`src/rtl/phase_step_pkg.sv`:
```
// Package: shared step direction type for the phase stepper.
// Assumes: nothing beyond a single clock domain.
package phase_step_pkg;
    typedef enum logic [1:0] {
        STEP_HOLD = 2'd0,
        STEP_LAG  = 2'd1,
        STEP_LEAD = 2'd2
    } step_dir_e;
endpackage

```
`src/rtl/phase_req_accum.sv`:
```
// Module: phase_req_accum
// Keeps the signed backlog of lag (+) and lead (-) requests and chooses the
// step to take when safe_en is high. Opposing requests in one cycle cancel.
// The backlog saturates at +/-PEND_MAX.
// Assumes: the requests are single-cycle strobes sampled every clock.
module phase_req_accum
    import phase_step_pkg::*;
#(
    parameter int PEND_MAX = 3,
    parameter int PEND_W   = $clog2(PEND_MAX + 1) + 1
) (
    input  logic                     clk,
    input  logic                     rst_n,
    input  logic                     safe_en,
    input  logic                     lag_req,
    input  logic                     lead_req,
    output step_dir_e                step_dir,
    output logic signed [PEND_W-1:0] pend_q
);
    localparam int SW = PEND_W + 1;
    localparam logic signed [SW-1:0] P_ONE  = SW'(1);
    localparam logic signed [SW-1:0] P_ZERO = '0;
    localparam logic signed [SW-1:0] P_HI   = SW'(PEND_MAX);
    localparam logic signed [SW-1:0] P_LO   = -SW'(PEND_MAX);

    logic signed [SW-1:0] delta;
    logic signed [SW-1:0] step_val;
    logic signed [SW-1:0] pend_ext;
    logic signed [SW-1:0] sum;
    logic signed [SW-1:0] sum_sat;

    // Net request of this cycle: +1 lag, -1 lead, 0 if both or neither.
    always_comb begin
        if (lag_req && !lead_req)      delta = P_ONE;
        else if (lead_req && !lag_req) delta = -P_ONE;
        else                           delta = P_ZERO;
    end

    // Step decision: uses only the backlog held before this edge.
    always_comb begin
        pend_ext = {pend_q[PEND_W-1], pend_q};
        step_dir = STEP_HOLD;
        step_val = P_ZERO;
        if (safe_en && pend_ext > P_ZERO) begin
            step_dir = STEP_LAG;
            step_val = P_ONE;
        end else if (safe_en && pend_ext < P_ZERO) begin
            step_dir = STEP_LEAD;
            step_val = -P_ONE;
        end
    end

    // Next backlog: retire the taken step, add the new request, saturate.
    always_comb begin
        sum = pend_ext - step_val + delta;
        if (sum > P_HI)      sum_sat = P_HI;
        else if (sum < P_LO) sum_sat = P_LO;
        else                 sum_sat = sum;
    end

    // Backlog register with synchronous active-low reset.
    always_ff @(posedge clk) begin
        if (!rst_n) pend_q <= '0;
        else        pend_q <= sum_sat[PEND_W-1:0];
    end
endmodule

```
`src/rtl/phase_ptr.sv`:
```
// Module: phase_ptr
// Holds the phase index modulo NUM_PHASES and a registered one-hot select.
// Lag moves the index up, lead moves it down, and both wrap around.
// Assumes: step_dir is HOLD except in cycles flagged as safe switching points.
module phase_ptr
    import phase_step_pkg::*;
#(
    parameter int NUM_PHASES = 8,
    parameter int IDX_W      = $clog2(NUM_PHASES)
) (
    input  logic                  clk,
    input  logic                  rst_n,
    input  step_dir_e             step_dir,
    output logic [IDX_W-1:0]      idx_q,
    output logic [NUM_PHASES-1:0] sel_q
);
    localparam logic [IDX_W-1:0] LAST = IDX_W'(NUM_PHASES - 1);

    logic [IDX_W-1:0] idx_d;

    // Next index: rotate up or down, with an explicit wrap for any r.
    always_comb begin
        unique case (step_dir)
            STEP_LAG:  idx_d = (idx_q == LAST) ? '0 : idx_q + IDX_W'(1);
            STEP_LEAD: idx_d = (idx_q == '0) ? LAST : idx_q - IDX_W'(1);
            default:   idx_d = idx_q;
        endcase
    end

    // Index register, reset to phase 0.
    always_ff @(posedge clk) begin
        if (!rst_n) idx_q <= '0;
        else        idx_q <= idx_d;
    end

    // One flop per select line, decoded from the next index so sel tracks idx.
    for (genvar k = 0; k < NUM_PHASES; k++) begin : g_sel
        always_ff @(posedge clk) begin
            if (!rst_n) sel_q[k] <= (k == 0);
            else        sel_q[k] <= (idx_d == IDX_W'(k));
        end
    end
endmodule

```
`src/rtl/phase_stepper.sv`:
```
// Module: phase_stepper (top)
// Steps a select pointer among NUM_PHASES staggered clocks. Lag and lead
// requests are queued in a saturating backlog, and one step is applied per
// safe switching instant.
// Assumes: safe_en is produced in the clk domain from the output clock edge.
module phase_stepper
    import phase_step_pkg::*;
#(
    parameter int NUM_PHASES = 8,
    parameter int PEND_MAX   = 3,
    parameter int IDX_W      = $clog2(NUM_PHASES),
    parameter int PEND_W     = $clog2(PEND_MAX + 1) + 1
) (
    input  logic                  clk,
    input  logic                  rst_n,
    input  logic                  safe_en,
    input  logic                  lag_req,
    input  logic                  lead_req,
    output logic [NUM_PHASES-1:0] sel,
    output logic [IDX_W-1:0]      phase_idx
);
    step_dir_e                step_dir;
    logic signed [PEND_W-1:0] pend_q;

    phase_req_accum #(.PEND_MAX(PEND_MAX), .PEND_W(PEND_W)) accum_i (
        .clk      (clk),
        .rst_n    (rst_n),
        .safe_en  (safe_en),
        .lag_req  (lag_req),
        .lead_req (lead_req),
        .step_dir (step_dir),
        .pend_q   (pend_q)
    );

    phase_ptr #(.NUM_PHASES(NUM_PHASES), .IDX_W(IDX_W)) ptr_i (
        .clk      (clk),
        .rst_n    (rst_n),
        .step_dir (step_dir),
        .idx_q    (phase_idx),
        .sel_q    (sel)
    );
endmodule

```
`config.mk`:
```
export PLATFORM = sky130hd
export DESIGN_NAME = phase_stepper
export DESIGN_NICKNAME = d
export VERILOG_FILES = /design/src/rtl/phase_step_pkg.sv /design/src/rtl/phase_req_accum.sv /design/src/rtl/phase_ptr.sv /design/src/rtl/phase_stepper.sv
export SDC_FILE = /design/constraint.sdc
export NUM_CORES = 1
export LEC_CHECK = 0
export BUFFER_PORTS_ARGS = -buffer_cell sky130_fd_sc_hd__buf_4
export CAP_MARGIN = 20
export CORE_ASPECT_RATIO = 1.2
export CORE_MARGIN = 2
export CORE_UTILIZATION = 48
export CTS_BUF_LIST = sky130_fd_sc_hd__clkbuf_2
export DETAILED_ROUTE_END_ITERATION = 10
export GPL_TIMING_DRIVEN = 0
export PLACE_DENSITY_LB_ADDON = 0.05
export SLEW_MARGIN = 5
export SYNTH_ARGS = -nofsm -noshare
export SYNTH_HDL_FRONTEND = slang
export SYNTH_SLANG_ARGS = --single-unit
```
`constraint.sdc`:
```
create_clock -name clk -period 2.7 [get_ports clk]
set_clock_uncertainty 0.1 [all_clocks]
set_input_delay 0.405 -clock clk [delete_from_list [all_inputs] [get_ports clk]]
set_output_delay 0.405 -clock clk [all_outputs]
set_load 0.02 [all_outputs]
```
---- Yosys cells after proc, flatten, opt, wreduce, memory -nomap -nowiden ----
Cells that the tools add are included.
word-level totals
  bits of input ports ..................... 5
  word-level logic and storage cells ...... 50
  flip-flop bits (word level) ............. 14
  output and inout port bits .............. 11
cells by class
  multiplexer cells ....................... 11
  bitwise gates (word level) .............. 1
  equality and inequality tests ........... 10
  add/subtract/negate cells ............... 4
  reduce and logical (&&, ||, !) cells .... 9
  order comparisons ....................... 4
operators by type and width
  operator                                                        number
  2-to-1 mux 4 bit                                                4
  equality test 3 bit (second input constant)                     5
  2-to-1 mux 3 bit                                                3
  equality test 3 x 2 -> 1 bit (second input constant)            2
  logical NOT 3 bit                                               2
  2-to-1 mux 2 bit                                                3
  case mux 3 bit (2 select lines)                                 1
  adder 4 bit                                                     1
  greater-than comparator 4 x 3 -> 1 bit (second input constant)  1
  logical AND 1 bit                                               4
  < comparator 4 x 3 -> 1 bit (second input constant)             1
  subtractor 3 x 4 -> 4 bit                                       1
  adder 3 x 1 -> 3 bit (second input constant)                    1
  equality test 3 x 1 -> 1 bit (second input constant)            1
  greater-than comparator 3 x 1 -> 1 bit (second input constant)  1
  < comparator 3 x 1 -> 1 bit (second input constant)             1
  subtractor 3 x 1 -> 3 bit (second input constant)               1
  equality test 2 x 1 -> 1 bit (second input constant)            1
  equality test 2 bit (second input constant)                     1
  logical NOT 1 bit                                               2
  OR reduction 2 bit                                              1
  inverter 1 bit                                                  1

---- Longest topological paths before layout ----
Gate-level depths: netlist (run 1).
  word-level depth ........................ 9
  mapped depth ............................ 10
  mapped depth without buffers ............ 10

---- Hierarchy ----
From an unflattened synthesis (run 1), not the netlist that was laid out.
second synthesis, totals
  cells, all modules ...................... 85
  area total of the unflattened synthesis .. 827.0 sq um
by module, submodules not included
  module           cells an instance  instances  area an instance (sq um)
  phase_ptr        50                 1          489.2
  phase_req_accum  35                 1          337.8

---- Worst setup path after synthesis (run 1) ----
OpenSTA, ideal clock, no wires.
  kind .................................... register to register
  start point ............................. reg accum_i.pend_q[2]
  end point ............................... reg accum_i.pend_q[0]
  data required time ...................... 2.509 ns
  stages on the path, launching flop included .. 11
  path slack .............................. 0.276 ns
  setup time .............................. 0.091 ns
  arrival ................................. 2.233 ns
  path through ............................ dfxtp_1 > o31ai_2 > inv_1 > ha_1 > inv_1 > ha_1 > fa_1 > xor2_1 > nand3b_1 > a21oi_1 > a311oi_1
on the way
  word-level cells in the longest chain between the ends .. 9
  elaborated cells between the ends (all ways) .. 12
  classes of those cells .................. 2 x add/sub; 4 x order compare; 4 x mux; 2 x reduce/logical
ends and longest elaborated chain
  item                           RTL line               text
  start: declaration             phase_req_accum.sv:18  output logic signed [PEND_W-1:0] pend_q
  start signal: assignment       phase_req_accum.sv:64  else pend_q <= sum_sat[PEND_W-1:0];
  < comparator 3 x 1 -> 1 bit    phase_req_accum.sv:47  end else if (safe_en && pend_ext < P_ZERO) begin
  logical AND 1 bit              phase_req_accum.sv:47
  2-to-1 mux 4 bit               phase_req_accum.sv:47
  2-to-1 mux 4 bit               phase_req_accum.sv:44  if (safe_en && pend_ext > P_ZERO) begin
  subtractor 3 x 4 -> 4 bit (*)  phase_req_accum.sv:55  sum = pend_ext - step_val + delta;
  adder 4 bit (*)                phase_req_accum.sv:55
  < comparator 4 x 3 -> 1 bit    phase_req_accum.sv:57  else if (sum < P_LO) sum_sat = P_LO;
  2-to-1 mux 3 bit               phase_req_accum.sv:57
  2-to-1 mux 2 bit (*)           phase_req_accum.sv:56  if (sum > P_HI) sum_sat = P_HI;
Every way passes the cells marked *; elsewhere a longest branch is shown, timed or not.
A chain may end at the register's enable or synchronous reset.

---- Worst setup path after layout (run 1) ----
Ends and elaborated chain as after synthesis.

==> summary.txt, run 1 <==
CTS
  • CTS root buf: clkbuf_2
  • CTS Hold Bufs: 0
  • Clock sink count: 14
  • Clock tree from TritonCTS: done
  • TritonCTS Buffers: 3
  • Clock H-tree levels: 1
  • Clk buf depth: 2
  • Clk_lat worst skew: 0.26 ns
  • Clk pin slew, worst setup/hold paths: 0.11 ns

Placement
  • Final GP Congestion: 0.783
  • HPWL after DPL: 1170 um
  • PortBufs: 15
  • Pre-CTS setup slack: 0.0360 ns
  • Post-Place Cells: 117

Setup path
  • CP max stage delay: 0.56 ns
  • Data required, critical path: 2.78 ns
  • Critical path cell sequence: nand2_1, inv_2, fa_1, inv_1, ha_1, a21oi_1, a21o_1, a21oi_1, a311oi_1
  • CP top delay family: adder cells
  • Critical Path Source Type: flop
  • WP data arrival: 2.60 ns
  • CP max stage cell: fa_1
  • CP Capture Type: flop
  • CP most frequent cell: a21oi_1
  • Crit-path max FO: 6
  • WP buf/inv: 2
  • Setup CP Type: reg -> reg

Flow run
  • Maxcap violations: 0

Synth
  • Synth Instances: 84
  • Syn Nets: 101
  • Post-synth cell types: 32
  • #FFs+latches synth: 14
  • Yosys Warn Count: 0
  • Post-synth EDFFs: 0
  • Main flop type after synthesis: dfxtp_1
  • Ys async rst share: 0%
  • Synthesized area: 848 um2
  • Synthesized area per cell: 10.1 um2
  • Sequential cell area fraction in the yosys report: 33.0%

STA
  • Hold Slack: 0.332 ns
  • Fin worst setup slack: 0.178 ns
  • Post-route setup TNS: 0 ns
  • Post-route clock period utilization: 93.4%
  • Max-slew violations: 0
  • Max-slew headroom: 71.3%
  • Max Clock Freq: 396 MHz
  • Min Tclk post-route: 2.52 ns
  • Final setup violation count: 0
  • Final hold violation count: 0
  • RSZ-0062 raised after global routing: no
  • Worst Max-Slew Pin Slew: 0.431 ns

Die
  • Core ar.: 1640 um2
  • Die height: 50.1 um
  • Row cnt: 16
  • IO Pins: 16
  • Die Area: 2120 um2
  • Die Wd: 42.4 um
  • Starting Density: 51.7%

Power
  • Maximum VDD drop: 687 uV
  • P_leak: 0.460 nW
  • Cell Pwr Density: 1210 nW/um2
  • Overall power: 0.00123 W

Min path
  • Worst Hold Class: in -> reg

Layout
  • Most frequent cells in the layout: buf_4, dfxtp_1, inv_1, ha_1
  • Final std cells w/o fill: 121
  • P&R area growth vs syn: 19.6%
  • Most common cell after layout, fill and taps aside: buf_4
  • Share of layout cells above drive strength 1: 30.1%
  • Fin nets: 122
  • Ant. Diodes: 0

Global routing
  • Largest net degree at the start of global routing: 11
  • GRT overflow: 0
  • Global-route usage over all layers: 15.9%
  • Initial antenna violation count: 0
  • Number of global-route vias before repair: 617
  • First-pass GRT wire length: 2620 um

Detailed routing
  • Final WL: 1460 um
  • Antenna Nets Post-Route: 0
  • Via/cell ratio: 5.34
  • DR DRC count: 0
  • TritonRoute pass-1 iters: 4
  • DRT iter0 DRCs: 9
  • WL per Instance: 12.1 um
  • DR vias: 646

Status
  • Status: finished, final reports clean
==> power by group <==
part / internal [W] / leakage, nW / total, W / switching (W)
sequential: 0.000271 / 0.115 / 0.000335 / 0.0000632
combinational: 0.000352 / 0.333 / 0.000804 / 0.000451
clock: 0.0000303 / 0.0125 / 0.0000885 / 0.0000582
total: 0.000654 / 0.460 / 0.00123 / 0.000573
==> synthesized netlist by cell type, drive strengths merged (2+ instances only) <==
| cell type | number | area [um2] |
|---|---|---|
| nor4b | 4 | 53.8 |
| nand3 | 3 | 15.0 |
| a21oi | 6 | 30.0 |
| inv | 13 | 48.8 |
| dfxtp | 14 | 280 |
| nor2 | 6 | 22.5 |
| fa | 3 | 60.1 |
| nor4 | 2 | 12.5 |
| xor2 | 2 | 17.5 |
| nand2 | 2 | 7.51 |
| ha | 9 | 113 |
| nand2b | 2 | 12.5 |
| o21ai | 2 | 10.0 |
==> timing repair <==
| item | 4_1_cts | 5_1_grt |
|---|---|---|
| setup endpoints to repair | 0 | 2 |
| buffers inserted | 0 | 1 |
| resized for setup | 0 | 1 |
==> worst paths after layout <==
check	end	depth (start not counted)	startpoint	slack, ns
min	accum_i.pend_q[1]$_SDFF_PN0_	3	rst_n	0.33
max	accum_i.pend_q[0]$_SDFF_PN0_	9	accum_i.pend_q[2]$_SDFF_PP0_	0.18
max reg2reg	accum_i.pend_q[0]$_SDFF_PN0_	9	accum_i.pend_q[2]$_SDFF_PP0_	0.18
min reg2reg	ptr_i.idx_q[1]$_SDFF_PN0_	2	ptr_i.idx_q[1]$_SDFF_PN0_	0.60
==> final cells by class <==
class,instances,area [um2]
fill,152,627
multi-input combinational,56,524
sequential,14,280
timing repair buffer,16,120
inverter,13,48.8
tap,18,22.5
clock buffer,3,15.0
buffer,1,3.75
==> sequential cells by signal, indices dropped and copies added (netlist names) <==
register        flops
accum_i.pend_q      3
ptr_i.idx_q         3
ptr_i.sel_q         8
==> kinds of logic after synthesis <==
| family | count (synthesis) | synth area share [%] |
|---|---|---|
| and+or+nand+nor | 24 | 19.3 |
| AOI/OAI and AO/OA | 18 | 19.0 |
| buffers and inverters | 14 | 6.19 |
| DFF | 14 | 33.0 |
| adders and majority gates | 12 | 20.4 |
| xor gates and xnor gates | 2 | 2.07 |
==> metal layers <==
metal	global-route usage (%)	share of wire [%]	vias up
li1	-	-	338
met1	21.0	47	292
met2	25.9	49	11
met3	2.20	2.7	5
met4	6.25	1.4	0
met5	0	0	-
==> stage by stage <==
step | utilization (%) | area [um2]
detailed placement | 59.9 | 983
floorplan | - | 848
global placement | 59.9 | 983
CTS | 60.8 | 998
global route | 61.8 | 1010
finish | 61.8 | 1010
==> worst register-to-register path, stage by stage (launching register included) <==
cell and delay (ns):
dfxtp_1 0.39, nand2_1 0.19, inv_2 0.10, fa_1 0.56
inv_1 0.06, ha_1 0.33, a21oi_1 0.19, a21o_1 0.22
a21oi_1 0.08, a311oi_1 0.22
Note: power is estimated with default switching activity, not from simulation.
==> run 2, diff against run 1 <==
- SETUP_SLACK_MARGIN: not set -> 0.5
==> summary.txt, run 2 (synthesized netlist as in run 1, its figures left out) <==
Status
  • Status: finished, final reports clean

Die
  • Die Wd: 42.4 um (unchanged)
  • Die height: 50.1 um (unchanged)
  • IO Pins: 16 (unchanged)
  • Die Area: 2120 um2 (unchanged)
  • Core ar.: 1640 um2 (unchanged)
  • Starting Density: 51.7% (unchanged)
  • Row cnt: 16 (unchanged)

Detailed routing
  • WL per Instance: 13.6 um (+13%)
  • Via/cell ratio: 5.46 (+2.2%)
  • DR vias: 731 (+13%)
  • DR DRC count: 0 (unchanged)
  • Final WL: 1830 um (+25%)
  • Antenna Nets Post-Route: 0 (unchanged)
  • TritonRoute pass-1 iters: 4 (unchanged)
  • DRT iter0 DRCs: 15 (+6)

Global routing
  • Met1 Resource Use GR: 22.8% (+1.8 points)
  • Global-route usage over all layers: 16.6% (+0.75 points)
  • Global Route met3 Usage: 2.20% (unchanged)
  • Largest net degree at the start of global routing: 11 (unchanged)
  • Initial antenna violation count: 0 (unchanged)
  • GRT overflow: 0 (unchanged)
  • GR peak layer: met2
  • Number of global-route vias before repair: 662 (+7.3%)
  • Met2 usage: 26.7% (+0.77 points)
  • First-pass GRT wire length: 2780 um (+6.3%)

Min path
  • Worst Hold Class: in -> reg
  • Worst Hold End: accum_i.pend_q[1]$_SDFF_PN0_
  • Hold path depth: 3 (unchanged)
  • Hold Crit Start: rst_n

Layout
  • P&R area growth vs syn: 45.4%
  • Most frequent cells in the layout: buf_4, dfxtp_1, inv_1, nor2_1, ha_1
  • Share of layout cells above drive strength 1: 54.3% (+24 points)
  • Most common cell after layout, fill and taps aside: buf_4
  • Biggest register: ptr_i.sel_q
  • Final std cells w/o fill: 134 (+11%)
  • Filler cell count: 118 (-22%)
  • Max reg flops: 8 (unchanged)
  • Sequential Area: 289 um2 (+3.1%)
  • Ant. Diodes: 0 (unchanged)
  • Multi-input logic area: 632 um2 (+21%)
  • Fin nets: 134 (+9.8%)
  • Biggest registers after layout: ptr_i.sel_q (8), accum_i.pend_q (3), ptr_i.idx_q (3)

STA
  • Min Tclk post-route: 2.27 ns (-0.256 ns)
  • Final hold violation count: 0 (unchanged)
  • Max-slew headroom: 68.5% (-2.8 points)
  • Post-route clock period utilization: 83.9% (-9.5 points)
  • RSZ-0062 raised after global routing: yes
  • Post-route setup TNS: 0 ns (unchanged)
  • Worst Max-Slew Pin Slew: 0.473 ns (+0.0423 ns)
  • Max-slew violations: 0 (unchanged)
  • Max Clock Freq: 441 MHz (+11%)
  • Final setup violation count: 0 (unchanged)

Placement
  • HPWL after DPL: 1250 um (+7.0%)
  • Post-Place Cells: 117 (unchanged)
  • PortBufs: 15 (unchanged)
  • Final GP Congestion: 0.801 (+2.2%)

CTS
  • Clk pin slew, worst setup/hold paths: 0.13 ns (+0.02 ns)
  • TritonCTS Buffers: 3 (unchanged)
  • Clk buf depth: 2 (unchanged)
  • Clk_lat worst skew: 0.26 ns (about the same)
  • Clock sink count: 14 (unchanged)
  • CTS Hold Bufs: 0 (unchanged)
  • Clock H-tree levels: 1 (unchanged)
  • Clock tree from TritonCTS: done
  • CTS root buf: clkbuf_2

Power
  • Cell Pwr Density: 1350 nW/um2 (+11%)
  • Maximum VDD drop: 957 uV (+39%)
  • NetSw: 0.000743 W (+30%)
  • P_leak: 0.532 nW (+16%)
  • Clock power frac: 5.6% (-1.6 points)
  • Flop pwr share: 20.5% (-6.8 points)
  • Sw Share: 44.8% (-1.9 points)
  • Combinational power share: 73.8% (+8.3 points)
  • Internal: 0.000917 W (+40%)

Setup path
  • CP Capture Type: flop
  • Worst r2r path cells: 9 (unchanged)
  • R2R Path Start: accum_i.pend_q[2]$_SDFF_PP0_
  • WP data arrival: 2.34 ns (-0.26 ns)
  • R2R setup slack: 0.43 ns (+0.26 ns)
  • CP top delay family: adder cells
  • Crit Reg-Reg Endpoint: accum_i.pend_q[0]$_SDFF_PN0_
  • Critical Path Source Type: flop
  • Critical path cell sequence: nand2_4, inv_4, fa_1, inv_2, ha_4, a21oi_4, a21o_1, a21oi_1, a311oi_1
  • Setup CP Type: reg -> reg
  • CP max stage cell: fa_1
  • CP max stage delay: 0.57 ns (about the same)
  • WP buf/inv: 2 (unchanged)
  • Crit-path max FO: 5 (-1)
  • Data required, critical path: 2.78 ns (about the same)

Flow run
  • Maxcap violations: 0 (unchanged)
[run 2: cell count changes in the layout (fill, tap and decap cells not counted), sizes merged]
| cell | previous run | this run |
|---|---|---|
| clkinv | 0 | 1 |
| buf | 16 | 28 |
[run 2: per-layer routing]
metal / routed length, um / share of wire (%) / up-vias
li1: - / - / 360
met2: 899 / 49 / 22
met1: 826 / 45 / 345
met3: 60 / 3.3 / 4
met5: 0 / 0 / -
met4: 38 / 2.1 / 0
[run 2: worst max-delay path by stage]
stage / startpoint / to / slack (ns) / cells past startpoint
6_report: accum_i.pend_q[2]$_SDFF_PP0_ / accum_i.pend_q[0]$_SDFF_PN0_ / 0.43 / 9
5_1_grt: accum_i.pend_q[2]$_SDFF_PP0_ / accum_i.pend_q[0]$_SDFF_PN0_ / 0.31 / 10
4_1_cts: accum_i.pend_q[2]$_SDFF_PP0_ / accum_i.pend_q[0]$_SDFF_PN0_ / 0.49 / 10
3_5_place_dp: safe_en / accum_i.pend_q[1]$_SDFF_PN0_ / 0.20 / 10
3_3_place_gp: safe_en / accum_i.pend_q[0]$_SDFF_PN0_ / 0.24 / 10
2_1_floorplan: accum_i.pend_q[1]$_SDFF_PN0_ / accum_i.pend_q[0]$_SDFF_PN0_ / 0.48 / 9
[run 2: power by group through the flow]
stage | combinational [W] | sequential [W] | clock (W)
2_1_floorplan | 0.000666 | 0.000383 | 0
3_3_place_gp | 0.000886 | 0.000338 | 0
3_5_place_dp | 0.000907 | 0.000340 | 0
4_1_cts | 0.00102 | 0.000342 | 0.0000965
5_1_grt | 0.00134 | 0.000349 | 0.000104
6_report | 0.00123 | 0.000341 | 0.0000937
[run 2: what timing repair did]
item	4_1_cts	5_1_grt
setup buffers	5	8
gates resized for setup	7	9
cloned	0	0
pin swaps	4	9
setup endpoints to repair	3	3
[run 2: cell type report]
class / count / area share [%]
Clock inverter: 1 / 0.304
Tap cell: 18 / 1.83
Buffer: 1 / 0.304
Clock buffer: 3 / 1.22
Multi-Input combinational cell: 56 / 51.2
Timing Repair Buffer: 28 / 17.3
Sequential cell: 14 / 23.4
Inverter: 13 / 4.36
[run 2: per-stage QoR]
| stage | power, W | hold slack (ns) | utilization [%] | setup WS (ns) | cell area, um2 |
|---|---|---|---|---|---|
| 2_1_floorplan | 0.00105 | 0.440 | - | 0.485 | 917 |
| 3_3_place_gp | 0.00122 | 0.536 | 64.1 | 0.238 | 1050 |
| 3_5_place_dp | 0.00125 | 0.558 | 64.1 | 0.200 | 1050 |
| 4_1_cts | 0.00146 | 0.296 | 68.8 | 0.488 | 1130 |
| 5_1_grt | 0.00179 | 0.294 | 75.2 | 0.312 | 1230 |
| 6_report | 0.00166 | 0.311 | 75.2 | 0.434 | 1230 |
[run 2: worst register-to-register path, delay by kind of cell, from the launching register on]
family	cells	cell delay, ns
AO/OA/AOI/OAI	4	0.66
buffers and inverters	2	0.10
adder cells (fa/ha/maj)	2	0.84
flip-flops	1	0.40
AND/OR/NAND/NOR	1	0.09
